[config.mk]
export PLATFORM = sky130hd
export DESIGN_NAME = poll_rx_port
export DESIGN_NICKNAME = d
export VERILOG_FILES = /design/src/rtl/hpi_pkg.sv /design/src/rtl/hpi_sync.sv /design/src/rtl/hpi_hs_fsm.sv /design/src/rtl/hpi_cpu_port.sv /design/src/rtl/poll_rx_port.sv
export SDC_FILE = /design/constraint.sdc
export NUM_CORES = 1
export LEC_CHECK = 0
export ABC_AREA = 0
export CORE_UTILIZATION = 25
export DETAILED_ROUTE_END_ITERATION = 10
export DONT_BUFFER_PORTS = 1
export PLACE_DENSITY = 0.47
export SETUP_SLACK_MARGIN = 0.15
export SLEW_MARGIN = 10
export SYNTH_ARGS = -nofsm -noshare
export SYNTH_HDL_FRONTEND = slang
export SYNTH_HIERARCHICAL = 1
export SYNTH_SLANG_ARGS = --single-unit
[constraint.sdc]
create_clock -name clk -period 1.4 [get_ports clk]
set_clock_uncertainty 0.15 [all_clocks]
set_input_delay 0.14 -clock clk [delete_from_list [all_inputs] [get_ports clk]]
set_output_delay 0.14 -clock clk [all_outputs]
set_load 0.02 [all_outputs]
[src/rtl/hpi_pkg.sv]
package hpi_pkg;
    typedef enum logic [1:0] {
        HS_IDLE   = 2'd0,
        HS_SETTLE = 2'd1,
        HS_HOLD   = 2'd2
    } hs_state_e;

    localparam logic [1:0] FN_STATUS = 2'b01;
    localparam logic [1:0] FN_DATA   = 2'b10;
endpackage

[src/rtl/hpi_sync.sv]
module hpi_sync #(
    parameter int STAGES = 2
) (
    input  logic clk,
    input  logic rst_n,
    input  logic d,
    output logic q
);
    typedef struct packed {
        logic [STAGES-1:0] chain;
    } sync_r_t;

    sync_r_t r_q, r_d;

    always_comb begin
        r_d = r_q;
        r_d.chain = {r_q.chain[STAGES-2:0], d};
    end

    always_ff @(posedge clk or negedge rst_n) begin
        if (!rst_n) r_q <= '0;
        else        r_q <= r_d;
    end

    assign q = r_q.chain[STAGES-1];
endmodule

[src/rtl/hpi_hs_fsm.sv]
module hpi_hs_fsm
    import hpi_pkg::*;
#(
    parameter int DW = 8
) (
    input  logic          clk,
    input  logic          rst_n,
    input  logic          valid_s,
    input  logic [DW-1:0] bus_data,
    input  logic          f_clr,
    output logic          ack,
    output logic          full,
    output logic [DW-1:0] word
);
    typedef struct packed {
        hs_state_e     state;
        logic          ack;
        logic          full;
        logic          seen_low;
        logic [DW-1:0] word;
    } hs_r_t;

    hs_r_t r_q, r_d;

    always_comb begin
        r_d = r_q;
        if (f_clr) r_d.full = 1'b0;
        case (r_q.state)
            HS_IDLE: begin
                if (valid_s) r_d.state = HS_SETTLE;
            end
            HS_SETTLE: begin
                r_d.word     = bus_data;
                r_d.full     = 1'b1;
                r_d.ack      = 1'b1;
                r_d.seen_low = 1'b0;
                r_d.state    = HS_HOLD;
            end
            HS_HOLD: begin
                if (!valid_s) r_d.seen_low = 1'b1;
                if (!r_q.full && r_q.seen_low) begin
                    r_d.ack   = 1'b0;
                    r_d.state = HS_IDLE;
                end
            end
            default: r_d.state = HS_IDLE;
        endcase
    end

    always_ff @(posedge clk or negedge rst_n) begin
        if (!rst_n) begin
            r_q.state    <= HS_IDLE;
            r_q.ack      <= 1'b0;
            r_q.full     <= 1'b0;
            r_q.seen_low <= 1'b0;
            r_q.word     <= '0;
        end else begin
            r_q <= r_d;
        end
    end

    assign ack  = r_q.ack;
    assign full = r_q.full;
    assign word = r_q.word;
endmodule

[src/rtl/hpi_cpu_port.sv]
module hpi_cpu_port
    import hpi_pkg::*;
#(
    parameter int             DW     = 8,
    parameter int             AW     = 4,
    parameter logic [AW-1:0]  DEV_ID = '0
) (
    input  logic          clk,
    input  logic          rst_n,
    input  logic [AW-1:0] addr,
    input  logic [1:0]    func,
    input  logic          rd,
    input  logic          full,
    input  logic [DW-1:0] word,
    output logic          f_clr,
    output logic [DW-1:0] rdata,
    output logic          oe
);
    typedef struct packed {
        logic          oe;
        logic [DW-1:0] rdata;
    } port_r_t;

    port_r_t r_q, r_d;
    logic    hit;

    assign hit   = rd && (addr == DEV_ID);
    assign f_clr = hit && (func == FN_DATA);

    always_comb begin
        r_d.oe    = 1'b0;
        r_d.rdata = '0;
        if (hit && func == FN_STATUS) begin
            r_d.oe    = 1'b1;
            r_d.rdata = {{(DW-1){1'b0}}, full};
        end else if (hit && func == FN_DATA) begin
            r_d.oe    = 1'b1;
            r_d.rdata = word;
        end
    end

    always_ff @(posedge clk or negedge rst_n) begin
        if (!rst_n) r_q <= '0;
        else        r_q <= r_d;
    end

    assign rdata = r_q.rdata;
    assign oe    = r_q.oe;
endmodule

[src/rtl/poll_rx_port.sv]
module poll_rx_port #(
    parameter int            DW          = 8,
    parameter int            AW          = 4,
    parameter logic [AW-1:0] DEV_ID      = 4'hA,
    parameter int            SYNC_STAGES = 2
) (
    input  logic          clk,
    input  logic          rst_n,
    input  logic [DW-1:0] dev_data,
    input  logic          dev_valid,
    output logic          dev_ack,
    input  logic [AW-1:0] cpu_addr,
    input  logic [1:0]    cpu_func,
    input  logic          cpu_rd,
    output logic [DW-1:0] cpu_rdata,
    output logic          cpu_rd_oe
);
    logic          valid_s;
    logic          f_clr;
    logic          full_w;
    logic [DW-1:0] word_w;

    hpi_sync #(.STAGES(SYNC_STAGES)) u_sync (
        .clk   (clk),
        .rst_n (rst_n),
        .d     (dev_valid),
        .q     (valid_s)
    );

    hpi_hs_fsm #(.DW(DW)) u_fsm (
        .clk      (clk),
        .rst_n    (rst_n),
        .valid_s  (valid_s),
        .bus_data (dev_data),
        .f_clr    (f_clr),
        .ack      (dev_ack),
        .full     (full_w),
        .word     (word_w)
    );

    hpi_cpu_port #(.DW(DW), .AW(AW), .DEV_ID(DEV_ID)) u_port (
        .clk   (clk),
        .rst_n (rst_n),
        .addr  (cpu_addr),
        .func  (cpu_func),
        .rd    (cpu_rd),
        .full  (full_w),
        .word  (word_w),
        .f_clr (f_clr),
        .rdata (cpu_rdata),
        .oe    (cpu_rd_oe)
    );
endmodule

==> key figures <==
Outcome
  – Status: finished clean

Synthesis
  – Syn_area_per_cell: roughly 13 um^2
  – Cell variety after synth: 25
  – Ranking of synthesized cells by area: dfrtp_1 (56%), mux2_4 (11%), nand3b_1 (6.3%)
  – Synth Cell Area: 1070 um^2
  – Most frequent cells after synthesis: dfrtp_1 (24), nand3b_1 (9), buf_4 (8), mux2_4 (8), nor3_1 (8)
  – Post-synth net total: between 90 and 100
  – Post-synth EDFFs: 0
  – Proportion of synthesized chip area in sequential cells: 0.563
  – Top cell type's share of synthesized area: 0.563
  – Main synth FF type: dfrtp_1
  – Mapped Cells: 81
  – Async SR Flop Fraction: 1.00
  – Synth Register Bits: 24
  – Leading area contributor after synthesis: dfrtp_1
  – Most frequent cell after synthesis: dfrtp_1
  – Yosys warns: 6

Power
  – Tot Pwr: 0.00220 W
  – Sw Ratio: 0.246
  – Clk pwr share: 0.262
  – NetSw: around 0.00054 W
  – PwrDens: 1670 nW/um^2
  – Pint: between 0.0015 and 0.002 W
  – Seq pwr share: 0.450
  – Combinational fraction of design power: 0.288
  – Leakage: approximately 0.58 nW
  – Worst vdd ir: between 400 and 500 uV

Hold path
  – Endpoint, Worst Hold: u_fsm/full$_DFFE_PN0P_
  – Hold Crit Class: in -> reg
  – Hold Crit Start: cpu_func[1]
  – WHS Path Cells: 2

Critical path
  – Reg2reg setup slack: between 0.1 and 0.15 ns
  – Req. time, crit path: 1.39 ns
  – Kind of critical path: reg -> reg
  – Worst Path Arrival: between 1 and 1.5 ns
  – RR Startpoint: u_fsm/r_q[12]$_DFFE_PN0P_
  – Worst R2R Path Depth: 3
  – RR Endpoint: u_fsm/word[3]$_DFFE_PN0P_
  – Setup crit start kind: register
  – Crit-path max FO: 8
  – Setup crit end kind: register

Timing
  – Setup_tns: 0 ns
  – Final setup vio count: 0
  – Max Clock Freq: slightly below 800 MHz
  – Slew Viols, Final: 0
  – Relative slew slack: 0.753
  – Worst hold slack: approximately 0.027 ns
  – Final Hold Viols: 0
  – Min Tclk post-route: about 1.3 ns
  – RSZ-0062 raised after global routing: true
  – Worst-margin pin slew: 0.371 ns
  – Final Cycle Share: 0.906

Final layout
  – N_diodes: 0
  – Register area: 601 um^2
  – Multi-input logic area: about 370 um^2
  – Syn-to-layout area delta: 23.4%
  – Share of post-route cells with drive strength above 1: 0.250
  – Fillers: between 300 and 400
  – Post-layout nets: between 100 and 150

GRT
  – Vias in the first global route: 616
  – Total Routing Usage GR: 0.0886
  – Largest net degree at the start of global routing: 25
  – First-pass GRT wire length: approximately 2900 um
  – Initial antenna violation count: 0
  – Grt ovf: 0

Routing
  – Drt total wl: ~1700 um
  – Final ANT Viol Nets: 0
  – Iter 0 DRT Violations: 6
  – Wirelength per Cell: between 10 and 15 um
  – Router iterations before antenna repair: 4
  – Residual DRC: 0
  – Met1 WL: 684 um
  – Routed via count: ~590
  – Via/cell ratio: 4.17
  – Met3 WL: 106 um
  – Highest Signal Layer: met4
  – DR WL met2: between 800 and 900 um

Die
  – Die area: ~4500 um^2
  – FP Rows: 23
  – IO Count: 28
  – Die H: about 67 um
  – Width of the chip: 67.3 um
  – Core outline area: between 4000 and 5000 um^2
  – Initial Util: 0.263

CTS
  – Reg clk slew, reported paths: around 0.080 ns
  – Post-CTS Setup Inserts: 0
  – Max Root-Sink Buffers: 2
  – TritonCTS buffer count: 3
  – H-tree Lvls: 1
  – Root Driver: clkbuf_8
  – Insertion delay to the later sink of the worst-skew pair: approximately 0.25 ns
  – CTS tree: yes
  – TritonCTS Sinks: 24

Flow run
  – Number of max-cap violations: 0

Place
  – I/O Buffers: 0
  – Hpwl dp: 1300 um
  – GP Congestion: just over 0.6
==> through the flow <==
stage          setup slack, ns   util  cells  area [um^2]
5_1_grt                 0.0871  0.325    142         1320
4_1_cts                  0.122  0.315    140         1280
3_3_place_gp             0.168  0.270    125         1090
3_5_place_dp             0.158  0.270    125         1090
2_1_floorplan            0.146      -     81         1070
6_report                 0.132  0.325    142         1320
==> what timing repair did <==
item	CTS	global route
endpoints found under the setup margin	8	13
resized for setup	0	3
hold endpoints to repair	43	24
pin swaps	0	0
hold buffers	11	2
==> layout by cell type, fill, tap and decap left out, types with 2 or more instances in the layout <==
cell type       count
dfrtp_1            24
mux2_4              8
nand3b_1            9
inv_1               3
nor3_1              8
clkbuf_8            3
buf_4               5
dlygate4sd3_1      10
dlymetal6s4s_1      2
buf_12              2
==> critical path, stage by stage, from the launching register on <==
cell and delay [ns]:
dfrtp_1 0.40, nor2b_2 0.16, buf_12 0.15, mux2_4 0.30
==> flip-flops by register name (all words and copies together), names as in the netlist <==
| signal | cells |
|---|---|
| u_fsm/full | 1 |
| u_fsm/ack | 1 |
| u_sync/r_q | 2 |
| u_port/oe | 1 |
| u_fsm/r_q | 3 |
| u_fsm/word | 8 |
| u_port/rdata | 8 |
==> power groups by stage <==
stage / Sequential, W / Clock [W] / Combinational, W
after floorplan: 0.00100 / 0 / 0.000571
after global placement: 0.000996 / 0 / 0.000551
after detailed placement: 0.00100 / 0 / 0.000561
after CTS: 0.000989 / 0.000599 / 0.000597
after global routing: 0.00102 / 0.000640 / 0.000695
final: 0.000990 / 0.000576 / 0.000634
==> layout make-up <==
cell class / instances / share of cell area
Sequential cell: 24 / 0.456
Multi-Input combinational cell: 41 / 0.277
Timing Repair Buffer: 19 / 0.154
Tap cell: 50 / 0.0475
Clock buffer: 3 / 0.0313
Clock inverter: 1 / 0.0228
Inverter: 4 / 0.0114
==> worst max path at each step <==
| stage | start | to | cells after the start |
|---|---|---|---|
| 6_report | u_fsm/r_q[12]$_DFFE_PN0P_ | u_fsm/word[3]$_DFFE_PN0P_ | 3 |
| 4_1_cts | u_fsm/r_q[12]$_DFFE_PN0P_ | u_fsm/word[3]$_DFFE_PN0P_ | 3 |
| 2_1_floorplan | u_fsm/r_q[12]$_DFFE_PN0P_ | u_fsm/word[0]$_DFFE_PN0P_ | 3 |
| 3_5_place_dp | u_fsm/r_q[12]$_DFFE_PN0P_ | u_fsm/word[3]$_DFFE_PN0P_ | 3 |
| 3_3_place_gp | u_fsm/r_q[12]$_DFFE_PN0P_ | u_fsm/word[4]$_DFFE_PN0P_ | 3 |
| 5_1_grt | u_fsm/r_q[12]$_DFFE_PN0P_ | u_fsm/word[3]$_DFFE_PN0P_ | 3 |
==> kinds of logic (layout without fill, tap and decap cells) <==
group	count (synthesis)	after routing	share of synthesized area
AO/OA/AOI/OAI	5	5	0.0328
XOR/XNOR	1	1	0.00821
buffers and inverters	16	27	0.101
flip-flops	24	24	0.563
multiplexers	8	8	0.113
AND/OR/NAND/NOR	27	27	0.183
==> routing by layer <==
layer / GRT usage / vias to the layer above
met2: 0.155 / 13
li1: - / 293
met5: 0 / -
met3: 0.0321 / 2
met4: 0.0559 / 0
met1: 0.0882 / 284
Power figures use the tool's default switching activity.
